File: config.mk
export PLATFORM = sky130hd
export DESIGN_NAME = fwd_op_net
export DESIGN_NICKNAME = d
export VERILOG_FILES = /design/src/rtl/fwd_op_net_pkg.sv /design/src/rtl/fwd_op_net_cfg_bank.sv /design/src/rtl/fwd_op_net_clash_scan.sv /design/src/rtl/fwd_op_net_port_mux.sv /design/src/rtl/fwd_op_net.sv
export SDC_FILE = /design/constraint.sdc
export NUM_CORES = 1
export LEC_CHECK = 0
export ABC_CLOCK_PERIOD_IN_PS = 2200
export BUFFER_PORTS_ARGS = -buffer_cell sky130_fd_sc_hd__buf_2
export CAP_MARGIN = 20
export CORE_AREA = 4 4 333 335
export CTS_CLUSTER_SIZE = 16
export DETAILED_ROUTE_END_ITERATION = 6
export DIE_AREA = 0 0 337 339
export GPL_TIMING_DRIVEN = 0
export PLACE_DENSITY_LB_ADDON = 0.3
export SYNTH_ARGS = -nofsm -noshare
export SYNTH_HDL_FRONTEND = slang
export SYNTH_HIERARCHICAL = 1
export SYNTH_SLANG_ARGS = --single-unit
File: constraint.sdc
create_clock -name clk -period 2.2 [get_ports clk]
set_input_delay 0.55 -clock clk [delete_from_list [all_inputs] [get_ports clk]]
set_output_delay 0.55 -clock clk [all_outputs]
set_load 0.005 [all_outputs]
File: src/rtl/fwd_op_net_pkg.sv
// Shared helpers for the forward-only operator interconnect.
// Assumes hop distances start at 1 and two operand ports per operator.
package fwd_op_net_pkg;

    localparam int PORTS_PER_OP = 2;

    // Position of the enable bit linking source src to port prt of operator src+hop.
    function automatic int link_bit(input int src, input int hop, input int prt, input int reach);
        return ((src * reach) + (hop - 1)) * PORTS_PER_OP + prt;
    endfunction

endpackage

File: src/rtl/fwd_op_net_cfg_bank.sv
// Two-stage pattern storage: a staging register written by the loader and a
// live register updated by commit. A commit takes the staging value from
// before any load in the same cycle.
module fwd_op_net_cfg_bank #(
    parameter int CFG_W = 64
) (
    input  logic             clk,
    input  logic             rst_n,
    input  logic             load,
    input  logic [CFG_W-1:0] word,
    input  logic             commit,
    output logic [CFG_W-1:0] staged,
    output logic [CFG_W-1:0] live
);

    // Staging and live pattern registers.
    always_ff @(posedge clk) begin
        if (!rst_n) begin
            staged <= '0;
            live   <= '0;
        end else begin
            if (load)   staged <= word;
            if (commit) live   <= staged;
        end
    end

endmodule

File: src/rtl/fwd_op_net_clash_scan.sv
// Looks at a routing pattern and reports whether any operand input has two
// or more enabled sources. The result is purely combinational.
module fwd_op_net_clash_scan
    import fwd_op_net_pkg::*;
#(
    parameter int N_OPS = 8,
    parameter int REACH = N_OPS / 2,
    parameter int CFG_W = N_OPS * REACH * PORTS_PER_OP
) (
    input  logic [CFG_W-1:0] pattern,
    output logic             clash
);

    localparam int N_IN = N_OPS * PORTS_PER_OP;

    logic [N_IN-1:0] per_input_clash;

    assign per_input_clash[PORTS_PER_OP-1:0] = '0;

    for (genvar d = 1; d < N_OPS; d++) begin : g_dst
        localparam int LO = (d > REACH) ? (d - REACH) : 0;
        for (genvar p = 0; p < PORTS_PER_OP; p++) begin : g_port
            // Flags a second enabled source on this operand input.
            always_comb begin
                logic seen;
                seen = 1'b0;
                per_input_clash[d*PORTS_PER_OP+p] = 1'b0;
                for (int s = LO; s < d; s++) begin
                    if (pattern[link_bit(s, d - s, p, REACH)]) begin
                        if (seen) per_input_clash[d*PORTS_PER_OP+p] = 1'b1;
                        seen = 1'b1;
                    end
                end
            end
        end
    end

    assign clash = |per_input_clash;

endmodule

File: src/rtl/fwd_op_net_port_mux.sv
// Selects the source for one operand input (operator DST_OP, port DST_PORT).
// Only sources DST_OP-REACH .. DST_OP-1 are candidates. The lowest-numbered
// enabled source wins. With no enabled source the output is zero and invalid.
module fwd_op_net_port_mux
    import fwd_op_net_pkg::*;
#(
    parameter int N_OPS    = 8,
    parameter int REACH    = N_OPS / 2,
    parameter int DATA_W   = 32,
    parameter int CFG_W    = N_OPS * REACH * PORTS_PER_OP,
    parameter int DST_OP   = 1,
    parameter int DST_PORT = 0
) (
    input  logic [CFG_W-1:0]        pattern,
    input  logic [N_OPS*DATA_W-1:0] src_data,
    input  logic [N_OPS-1:0]        src_valid,
    output logic [DATA_W-1:0]       sel_data,
    output logic                    sel_valid
);

    localparam int LO = (DST_OP > REACH) ? (DST_OP - REACH) : 0;

    // Picks the first enabled candidate, counting up from the lowest source.
    always_comb begin
        logic found;
        found     = 1'b0;
        sel_data  = '0;
        sel_valid = 1'b0;
        for (int s = LO; s < DST_OP; s++) begin
            if (!found && pattern[link_bit(s, DST_OP - s, DST_PORT, REACH)]) begin
                found     = 1'b1;
                sel_data  = src_data[s*DATA_W +: DATA_W];
                sel_valid = src_valid[s];
            end
        end
    end

endmodule

File: src/rtl/fwd_op_net.sv
// Forward-only operator interconnect. N_OPS sources feed 2*N_OPS operand
// inputs through per-input selectors driven by the live pattern, followed by
// one register stage. Assumes N_OPS between 4 and 12.
module fwd_op_net
    import fwd_op_net_pkg::*;
#(
    parameter int N_OPS  = 8,
    parameter int DATA_W = 32,
    localparam int REACH = N_OPS / 2,
    localparam int CFG_W = N_OPS * REACH * PORTS_PER_OP,
    localparam int N_IN  = N_OPS * PORTS_PER_OP
) (
    input  logic                     clk,
    input  logic                     rst_n,
    input  logic                     cfg_load,
    input  logic [CFG_W-1:0]         cfg_word,
    input  logic                     cfg_commit,
    input  logic [N_OPS*DATA_W-1:0]  src_data,
    input  logic [N_OPS-1:0]         src_valid,
    output logic [N_IN*DATA_W-1:0]   dst_data,
    output logic [N_IN-1:0]          dst_valid,
    output logic                     cfg_conflict
);

    logic [CFG_W-1:0]       shadow_q;
    logic [CFG_W-1:0]       active_q;
    logic                   staged_clash;
    logic [N_IN*DATA_W-1:0] sel_data;
    logic [N_IN-1:0]        sel_valid;

    fwd_op_net_cfg_bank #(.CFG_W(CFG_W)) u_bank (
        .clk    (clk),
        .rst_n  (rst_n),
        .load   (cfg_load),
        .word   (cfg_word),
        .commit (cfg_commit),
        .staged (shadow_q),
        .live   (active_q)
    );

    fwd_op_net_clash_scan #(.N_OPS(N_OPS), .REACH(REACH), .CFG_W(CFG_W)) u_scan (
        .pattern (shadow_q),
        .clash   (staged_clash)
    );

    for (genvar d = 0; d < N_OPS; d++) begin : g_op
        for (genvar p = 0; p < PORTS_PER_OP; p++) begin : g_in
            fwd_op_net_port_mux #(
                .N_OPS(N_OPS), .REACH(REACH), .DATA_W(DATA_W), .CFG_W(CFG_W),
                .DST_OP(d), .DST_PORT(p)
            ) u_mux (
                .pattern   (active_q),
                .src_data  (src_data),
                .src_valid (src_valid),
                .sel_data  (sel_data[(d*PORTS_PER_OP+p)*DATA_W +: DATA_W]),
                .sel_valid (sel_valid[d*PORTS_PER_OP+p])
            );
        end
    end

    // Single output register stage for all operand inputs.
    always_ff @(posedge clk) begin
        if (!rst_n) begin
            dst_data  <= '0;
            dst_valid <= '0;
        end else begin
            dst_data  <= sel_data;
            dst_valid <= sel_valid;
        end
    end

    // Clash flag captured from the staging pattern as it is committed.
    always_ff @(posedge clk) begin
        if (!rst_n)          cfg_conflict <= 1'b0;
        else if (cfg_commit) cfg_conflict <= staged_clash;
    end

endmodule

==> flow_metrics.py <==
metrics = {
    "die": {
        "dieWidth_um": 337,
        "die_h_um": 339,
        "dieArea_mm2": 0.114,
        "ios": 861,
        "rows": 121,
        "core_mm2": 0.108,
        "initial_core_util_pct": 26.6,
    },
    "final_layout": {
        "fin_nets": 4618,
        "syn2layout_area_growth_pct": 30.5,
        "design_area_mm2": 0.0375,
        "drive_gt1_share_pct": 31.2,
        "layout_commonest_cell": "buf_2",
        "mostFrequentLayoutCells": "buf_2, dfxtp_1, and2_1",
    },
    "timing": {
        "maxSlewViolCount": 0,
        "setup_slack_ns": -0.0000229,
        "fin_crit_sh_pct": 100,
        "fmax_mhz": 455,
        "finalClockSkew_ns": 0.0142,
        "fin_hold_ws_ns": 0.146,
        "fin_tns_setup_ns": -0.0000229,
        "setup_viol": 1,
        "slew_headroom_pct": 43.2,
        "fin_crit_ns": 2.20,
        "worst_pin_slew_ns": 0.849,
        "hold_viol_final": 0,
        "rsz0062_at_grt": "no",
    },
    "routing": {
        "vias": 28300,
        "wirelength_mm": 144,
        "remaining_drc_errors": 0,
        "viasPerCell": 4.90,
        "dr.pass1.iters": 6,
        "ant_nets": 0,
        "drtIter0Drc": 2330,
        "wl_per_cell_um": 24.9,
    },
    "run_status": {
        "outcome": "finished, violations left",
        "violations": "setup timing",
    },
    "power": {
        "seqPwrFrac_pct": 41.3,
        "power.density_mw_per_mm2": 767,
        "p_comb_share_pct": 13.2,
        "clkPwrFrac_pct": 45.5,
        "p_switching_mw": 7.89,
        "finalPower_mw": 28.8,
        "p_int_mw": 20.9,
        "peakVddDrop_mv": 0.593,
        "p_leak_nw": 17.0,
        "p_sw_share_pct": 27.4,
    },
    "clock_tree": {
        "cts_sinks": 617,
        "numCtsBuffers": 72,
        "cts_hold_buf": 0,
        "path_clk_slew_ns": 0.06,
        "clk_latency_ns": 0.66,
        "cts_tree": "yes",
        "cts_buffer_depth": 3,
        "cts_max_level": 3,
        "root_buffer": "clkbuf_16",
    },
    "global_routing": {
        "grt_max_degree": 15,
        "gr-total-overflow": 0,
        "grt_pass1_vias": 26800,
        "antenna_found_initial": 46,
        "grtUsageTotal_pct": 24.0,
        "grt_pass1_wl_mm": 198,
    },
    "synth": {
        "syn_inst": 3339,
        "syn_area_mm2": 0.0288,
        "yosysWarnings": 6,
        "syn_area_per_cell_um2": 8.62,
    },
    "worst_setup_path": {
        "crit_type": "flop to flop",
        "regToRegSetupSlack_ns": -0.00002,
        "crit-reg2reg-capture": "dst_data[339]$_SDFF_PN0_",
        "start_kind": "flop",
        "critPathRequiredTime_ns": 2.77,
        "cp.arrival_ns": 2.77,
        "worstRegToRegCells": 6,
        "endpoint_kind": "flop",
        "r2r-start": "u_bank/live[14]$_SDFFE_PN0P_",
        "cp_max_fo": 10,
    },
    "hold_path": {
        "whs_endpoint": "u_bank/staged[6]$_SDFFE_PN0P_",
        "hold_path.class": "input port to flop",
        "whs_path_depth": 3,
        "hp-start": "cfg_word[6]",
    },
    "place": {
        "port_buffers": 805,
        "hpwlAfterDp_mm": 119,
        "place_area_mm2": 0.0348,
        "dp_slack_ns": -0.318,
        "gpl.final_weighted_congestion": 0.918,
    },
    "run": {
        "max_cap_violations": 0,
    },
}
[what timing repair did]
action / CTS / global route
buffers inserted: 2 / 2
gates resized for setup: 6 / 6
hold endpoints to repair: 0 / 0
pin swaps: 2 / 2
setup endpoints to repair: 5 / 6
[critical path, stage by stage (launching register included)]
cell      delay [ns]
dfxtp_1         0.34
buf_6           0.17
nor3b_4         0.50
buf_2           0.32
a221oi_1        0.09
o21ai_2         0.37
and2_1          0.30
[through the flow]
step	instances	util, %
floorplan	3403	-
global placement	5622	32.2
detailed placement	5622	32.2
CTS	5756	34.7
global route	5761	34.7
finish	5777	34.7
[state kept, by name (all words and copies together) (netlist names)]
name / cells
cfg_conflict: 1
dst_data: 512
dst_valid: 16
u_bank/live: 44
u_bank/staged: 44
[power by group through the flow]
stage	Clock, mW	Combinational, mW	Sequential (mW)
2_1_floorplan	0	1.72	12.1
3_3_place_gp	0	3.75	12.1
3_5_place_dp	0	3.77	12.1
4_1_cts	13.4	3.79	11.9
5_1_grt	13.8	4.09	11.9
6_report	13.1	3.81	11.9
[layer usage]
layer,GRT usage (%),routed length [um]
met5,0,232
met4,6.95,4140
met3,6.27,12100
met2,39.9,67000
met1,30.6,60500
[how the worst max path moves through the flow]
stage,from,endpoint,slack (ns),cells past startpoint
final,u_bank/live[14]$_SDFFE_PN0P_,dst_data[339]$_SDFF_PN0_,-0.00002,6
after global routing,u_bank/live[14]$_SDFFE_PN0P_,dst_data[339]$_SDFF_PN0_,0.0008,6
after CTS,u_bank/live[7]$_SDFFE_PN0P_,dst_data[308]$_SDFF_PN0_,0.03,6
after detailed placement,u_bank/live[30]$_SDFFE_PN0P_,dst_valid[14]$_SDFF_PN0_,-0.32,5
after global placement,u_bank/live[30]$_SDFFE_PN0P_,dst_valid[14]$_SDFF_PN0_,-0.33,5
after floorplan,u_bank/staged[32]$_SDFFE_PN0P_,cfg_conflict$_SDFFE_PN0P_,0.60,6
[cell type report]
cell class,count,area (um^2)
antenna,19,47.5
sequential,617,12400
timing repair buffer,809,4060
multi-input combinational,2429,14300
buffer,357,2400
clock inverter,44,646
tap,1414,1770
fill,11500,70600
clock buffer,88,1960
Note: power is estimated with default switching activity, not from simulation.
